$ cat config.mk
export PLATFORM = sky130hd
export DESIGN_NAME = sram_cycle_ctrl
export DESIGN_NICKNAME = d
export VERILOG_FILES = /design/src/rtl/sram_ctrl_pkg.sv /design/src/rtl/sram_ctrl_timer.sv /design/src/rtl/sram_ctrl_capture.sv /design/src/rtl/sram_cycle_ctrl.sv
export SDC_FILE = /design/constraint.sdc
export NUM_CORES = 1
export LEC_CHECK = 0
export ABC_AREA = 1
export BUFFER_PORTS_ARGS = -buffer_cell sky130_fd_sc_hd__buf_2
export CAP_MARGIN = 40
export CORE_MARGIN = 2
export CORE_UTILIZATION = 50
export DETAILED_ROUTE_END_ITERATION = 7
export GPL_ROUTABILITY_DRIVEN = 0
export PLACE_DENSITY = 0.83
export SYNTH_ARGS = -nofsm -noshare
export SYNTH_HDL_FRONTEND = slang
export SYNTH_SLANG_ARGS = --single-unit
$ cat constraint.sdc
create_clock -name clk -period 4.69 [get_ports clk]
set_input_delay 0.938 -clock clk [delete_from_list [all_inputs] [get_ports clk]]
set_output_delay 0.938 -clock clk [all_outputs]
set_load 0.03 [all_outputs]
$ cat src/rtl/sram_ctrl_pkg.sv
package sram_ctrl_pkg;

    typedef enum logic [2:0] {
        ST_IDLE,
        ST_WR_PULSE,
        ST_WR_HOLD,
        ST_RD_ACCESS,
        ST_RD_RELEASE
    } ctrl_state_t;

    // Round a nanosecond minimum up to whole clock cycles.
    function automatic int unsigned ns_to_cyc(input int unsigned ns, input int unsigned clk_ns);
        return (ns + clk_ns - 1) / clk_ns;
    endfunction

    function automatic int unsigned max2(input int unsigned a, input int unsigned b);
        return (a > b) ? a : b;
    endfunction

endpackage

$ cat src/rtl/sram_ctrl_timer.sv
module sram_ctrl_timer #(
    parameter int CNT_W = 4
) (
    input  logic             clk,
    input  logic             rst_n,
    input  logic             load,
    input  logic [CNT_W-1:0] load_val,
    output logic [CNT_W-1:0] remaining,
    output logic             expired
);
    logic [CNT_W-1:0] cnt_q;

    always_ff @(posedge clk or negedge rst_n) begin
        if (!rst_n)
            cnt_q <= '0;
        else if (load)
            cnt_q <= load_val;
        else if (cnt_q != '0)
            cnt_q <= cnt_q - 1'b1;
    end

    assign remaining = cnt_q;
    assign expired   = (cnt_q == '0);
endmodule

$ cat src/rtl/sram_ctrl_capture.sv
module sram_ctrl_capture #(
    parameter int DATA_W = 8
) (
    input  logic              clk,
    input  logic              rst_n,
    input  logic              capture,
    input  logic [DATA_W-1:0] din,
    output logic [DATA_W-1:0] dout
);
    always_ff @(posedge clk or negedge rst_n) begin
        if (!rst_n)
            dout <= '0;
        else if (capture)
            dout <= din;
    end
endmodule

$ cat src/rtl/sram_cycle_ctrl.sv
module sram_cycle_ctrl
    import sram_ctrl_pkg::*;
#(
    parameter int unsigned ADDR_W     = 17,
    parameter int unsigned DATA_W     = 8,
    parameter int unsigned CLK_NS     = 10,
    parameter int unsigned T_WP_NS    = 55,  // write strobe width
    parameter int unsigned T_AW_NS    = 65,  // address valid to strobe high
    parameter int unsigned T_WC_NS    = 70,  // write cycle
    parameter int unsigned T_DS_NS    = 30,  // data setup to strobe high
    parameter int unsigned T_WLQZ_NS  = 25,  // RAM release after strobe low
    parameter int unsigned T_WAH_NS   = 5,   // address hold after strobe high
    parameter int unsigned T_AA_NS    = 70,  // address access
    parameter int unsigned T_ACE_NS   = 70,  // select access
    parameter int unsigned T_OE_NS    = 35,  // gate access
    parameter int unsigned T_RC_NS    = 70,  // read cycle
    parameter int unsigned T_OHZ_NS   = 20,  // release after gate high
    parameter int unsigned T_CHZ_NS   = 30   // release after select high
) (
    input  logic              clk,
    input  logic              rst_n,
    input  logic              req_valid,
    input  logic              req_write,
    input  logic [ADDR_W-1:0] req_addr,
    input  logic [DATA_W-1:0] req_wdata,
    output logic              req_ready,
    output logic              done,
    output logic [DATA_W-1:0] rd_data,
    output logic [ADDR_W-1:0] mem_addr,
    output logic              mem_ce_n,
    output logic              mem_oe_n,
    output logic              mem_we_n,
    output logic [DATA_W-1:0] mem_dq_out,
    output logic              mem_dq_oe,
    input  logic [DATA_W-1:0] mem_dq_in
);
    localparam int unsigned C_WLQZ    = ns_to_cyc(T_WLQZ_NS, CLK_NS);
    localparam int unsigned PULSE_CYC = max2(max2(ns_to_cyc(T_WP_NS, CLK_NS), ns_to_cyc(T_AW_NS, CLK_NS)),
                                             max2(ns_to_cyc(T_WC_NS, CLK_NS), C_WLQZ + ns_to_cyc(T_DS_NS, CLK_NS)));
    localparam int unsigned HOLD_CYC  = max2(1, ns_to_cyc(T_WAH_NS, CLK_NS));
    localparam int unsigned ACC_CYC   = max2(1, max2(max2(ns_to_cyc(T_AA_NS, CLK_NS), ns_to_cyc(T_ACE_NS, CLK_NS)),
                                                     max2(ns_to_cyc(T_OE_NS, CLK_NS), ns_to_cyc(T_RC_NS, CLK_NS))));
    localparam int unsigned TURN_CYC  = max2(1, max2(ns_to_cyc(T_OHZ_NS, CLK_NS), ns_to_cyc(T_CHZ_NS, CLK_NS)));
    localparam int unsigned MAX_CYC   = max2(max2(PULSE_CYC, HOLD_CYC), max2(ACC_CYC, TURN_CYC));
    localparam int unsigned CNT_W     = $clog2(MAX_CYC + 1);
    // Drive once C_WLQZ cycles of the pulse have elapsed (down-counter view).
    localparam int unsigned DRIVE_AT  = PULSE_CYC - 1 - C_WLQZ;

    ctrl_state_t       state_q, state_d;
    logic              accept, capture, done_d, tmr_load, tmr_expired;
    logic [CNT_W-1:0]  tmr_val, tmr_left;
    logic [ADDR_W-1:0] addr_q;
    logic [DATA_W-1:0] wdata_q;
    logic              done_q;

    sram_ctrl_timer #(.CNT_W(CNT_W)) u_timer (
        .clk       (clk),
        .rst_n     (rst_n),
        .load      (tmr_load),
        .load_val  (tmr_val),
        .remaining (tmr_left),
        .expired   (tmr_expired)
    );

    sram_ctrl_capture #(.DATA_W(DATA_W)) u_capture (
        .clk     (clk),
        .rst_n   (rst_n),
        .capture (capture),
        .din     (mem_dq_in),
        .dout    (rd_data)
    );

    // Next-state and event decode.
    always_comb begin
        state_d = state_q;
        accept  = 1'b0;
        capture = 1'b0;
        done_d  = 1'b0;
        unique case (state_q)
            ST_IDLE: if (req_valid) begin
                accept  = 1'b1;
                state_d = req_write ? ST_WR_PULSE : ST_RD_ACCESS;
            end
            ST_WR_PULSE:   if (tmr_expired) state_d = ST_WR_HOLD;
            ST_WR_HOLD:    if (tmr_expired) begin
                state_d = ST_IDLE;
                done_d  = 1'b1;
            end
            ST_RD_ACCESS:  if (tmr_expired) begin
                state_d = ST_RD_RELEASE;
                capture = 1'b1;
                done_d  = 1'b1;
            end
            ST_RD_RELEASE: if (tmr_expired) state_d = ST_IDLE;
            default:       state_d = ST_IDLE;
        endcase
    end

    // Load the dwell count of the state being entered.
    always_comb begin
        tmr_load = (state_d != state_q);
        unique case (state_d)
            ST_WR_PULSE:   tmr_val = CNT_W'(PULSE_CYC - 1);
            ST_WR_HOLD:    tmr_val = CNT_W'(HOLD_CYC - 1);
            ST_RD_ACCESS:  tmr_val = CNT_W'(ACC_CYC - 1);
            ST_RD_RELEASE: tmr_val = CNT_W'(TURN_CYC - 1);
            default:       tmr_val = '0;
        endcase
    end

    // State register and request capture.
    always_ff @(posedge clk or negedge rst_n) begin
        if (!rst_n) begin
            state_q <= ST_IDLE;
            addr_q  <= '0;
            wdata_q <= '0;
            done_q  <= 1'b0;
        end else begin
            state_q <= state_d;
            done_q  <= done_d;
            if (accept) begin
                addr_q  <= req_addr;
                wdata_q <= req_wdata;
            end
        end
    end

    // Strobe outputs decoded from the state register.
    always_comb begin
        mem_ce_n  = 1'b1;
        mem_oe_n  = 1'b1;
        mem_we_n  = 1'b1;
        mem_dq_oe = 1'b0;
        req_ready = 1'b0;
        unique case (state_q)
            ST_IDLE:       req_ready = 1'b1;
            ST_WR_PULSE: begin
                mem_ce_n  = 1'b0;
                mem_we_n  = 1'b0;
                mem_dq_oe = (tmr_left <= CNT_W'(DRIVE_AT));
            end
            ST_WR_HOLD: begin
                mem_ce_n  = 1'b0;
                mem_dq_oe = 1'b1;
            end
            ST_RD_ACCESS: begin
                mem_ce_n  = 1'b0;
                mem_oe_n  = 1'b0;
            end
            ST_RD_RELEASE: ;
            default: ;
        endcase
    end

    assign mem_addr   = addr_q;
    assign mem_dq_out = wdata_q;
    assign done       = done_q;
endmodule

==> results.toml <==
[status]
status = "finished clean"

[final_layout]
layout_common_cells = "75 x buf_2, 40 x dfrtp_1, 18 x mux2_2"
layout.cells.most_common = "buf_2"
final_area_mm2 = 0.00228
n_antenna_cell = 0
synthToLayoutAreaGrowth_pct = 29.8
drive_above_1_share = 0.574
nNetsFinal = 255
final_cells = 262

[clocking]
cts.sinks = 40
cts_hold_buf = 0
cts_buffers = 5
postCtsSetupRepairBufs = 0
htree_levels = 2
clk_latency_ps = 330
clkTransAtPathRegs_ps = 110
clk_path_buf_depth = 2
cts-root-buf = "clkbuf_4"
cts_tree = "yes"
cts.repair.resized = 0

[logic_synthesis]
ys_ff_latch = 40
syn-num-nets = 175
yosysWarningCount = 0
syn_inst = 135
ys_seq_area_frac = 0.569
avgSynthCellArea_um2 = 13.0
synth.distinct_cells = 20
netlist_area_mm2 = 0.00176

[sta]
fin_crit_sh = 0.543
fin_worst_skew_ps = 3.02
hold_viol = 0
period_minus_slack_ps = 2540
worstMarginPinSlew_ps = 566
relSlewSlack = 0.621
fin_tns_setup_ps = 0
finalSetupViolCount = 0
fmax_ghz = 0.393
drv_slew = 0
rsz0062_at_grt = "no"

[route]
drc_errors = 0
num_vias = 1277
routed_wl_mm = 3.49
drt_pass1_iterations = 4
via_per_inst = 4.87
drt-initial-drc-count = 50
antenna_left = 0
wire_per_inst_um = 13.3

[power_and_ir_drop]
powerDensity_mw_per_mm2 = 849
vdd_drop_max_uv = 437
total_power_w = 0.00194
leakagePower_nw = 1.24

[worst_setup_path]
reg2reg_depth = 6
worstReg2RegEnd = "u_capture.dout[0]$_DFFE_PN0P_"
arrival_ps = 1610
worst_setup_path_end_kind = "primary output"
start_kind = "register"
required_ps = 3750
rr_startpoint = "u_timer.remaining[0]$_DFFE_PN0P_"
crit_start = "state_q[0]$_DFF_PN0_"
cp_max_fo = 5
critical_path_class = "register to primary output"
ff2ff_setup_slack_ps = 2790

[global_route]
grt_util_all_layers = 0.207
overflow = 0
grt_pass1_vias = 1319
antenna_found_initial = 0
grt_first_pass_wirelength_mm = 6.27
grt_max_degree = 30

[placement]
port_buffers = 75
dp.cells = 254
postPlaceCellArea_mm2 = 0.00219
place.detailed.hpwl_mm = 2.68

[floorplanning]
rows = 21
die_w_um = 63.3
start_util = 0.523
die-height_um = 63.3
die-area_mm2 = 0.00401
coreArea_mm2 = 0.00336
io_pins = 76

[flow_run]
drv_cap = 0

[worst_hold_path]
holdCritStartpoint = "mem_dq_out[5]$_DFFE_PN0P_"
hold_class = "register to register"
hold_end = "mem_dq_out[5]$_DFFE_PN0P_"
whs_path_depth = 1
[power breakdown]
group,total [W],switching (W),internal (W)
clock network,0.000250,0.000108,0.000142
registers,0.000619,0.000100,0.000519
logic,0.00107,0.000661,0.000407
total,0.00194,0.000869,0.00107
[synth_stat cells, drive strengths merged]
master / number / area [µm²]
a21oi: 2 / 10.0
nand3: 4 / 20.0
mux2: 33 / 428
a21boi: 1 / 7.51
o21ai: 4 / 20.0
xor2: 1 / 8.76
o311ai: 1 / 8.76
or2: 1 / 6.26
nor2: 10 / 45.1
nand4: 3 / 18.8
dfrtp: 40 / 1000
o21bai: 1 / 7.51
inv: 12 / 45.1
nand2: 15 / 56.3
ha: 3 / 37.5
buf: 4 / 38.8
[stage by stage]
step	util	worst slack (ps)	hold slack (ps)
after floorplan	-	2500	570
after global placement	0.642	2600	484
after detailed placement	0.651	2560	488
after CTS	0.679	2150	517
after global routing	0.679	1920	523
final	0.679	2150	511
[worst max path at each step]
stage                end  slack [ps]  depth (start not counted)
2_1_floorplan  mem_dq_oe        2500                          3
3_3_place_gp   mem_dq_oe        2600                          7
3_5_place_dp   mem_dq_oe        2560                          7
4_1_cts        mem_dq_oe        2150                          7
5_1_grt        mem_dq_oe        1920                          7
6_report       mem_dq_oe        2150                          7
[registers in the layout, summed over array words and instances, names as in the netlist]
register	flops
u_timer.remaining	3
mem_dq_out	8
mem_addr	17
u_capture.dout	8
state_q	3
done	1
[critical path: stages (launching register included)]
cell      delay, ps
dfrtp_1         450
inv_2            80
nor2_2          120
inv_1            50
nor2_1          110
o311ai_0        130
o21ai_0         100
buf_2           230
[cell type report]
class	instances	area (µm²)
tap	46	57.6
timing repair buffer	77	410
sequential	40	1000
inverter	12	45.0
multi-input combinational	79	674
fill	298	1080
clock inverter	1	30.0
clock buffer	7	65.1
[per-layer routing]
| metal | vias to the layer above | global-route usage | share of wire |
|---|---|---|---|
| li1 | 613 | - | - |
| met3 | 5 | 0.0732 | 0.064 |
| met5 | - | 0 | 0 |
| met2 | 51 | 0.343 | 0.51 |
| met1 | 608 | 0.262 | 0.41 |
| met4 | 0 | 0.0489 | 0.0098 |
[cells by family (layout without fill, tap and decap cells)]
kind of cell / after synthesis / in the layout / synth area share
compound gates: 9 / 9 / 0.0306
xor+xnor: 1 / 1 / 0.00498
fa+ha+maj: 3 / 3 / 0.0213
buf+inv: 16 / 97 / 0.0477
flops: 40 / 40 / 0.569
mux: 33 / 33 / 0.243
simple gates: 33 / 33 / 0.0832
No activity file was read; power rests on OpenSTA's default activity.
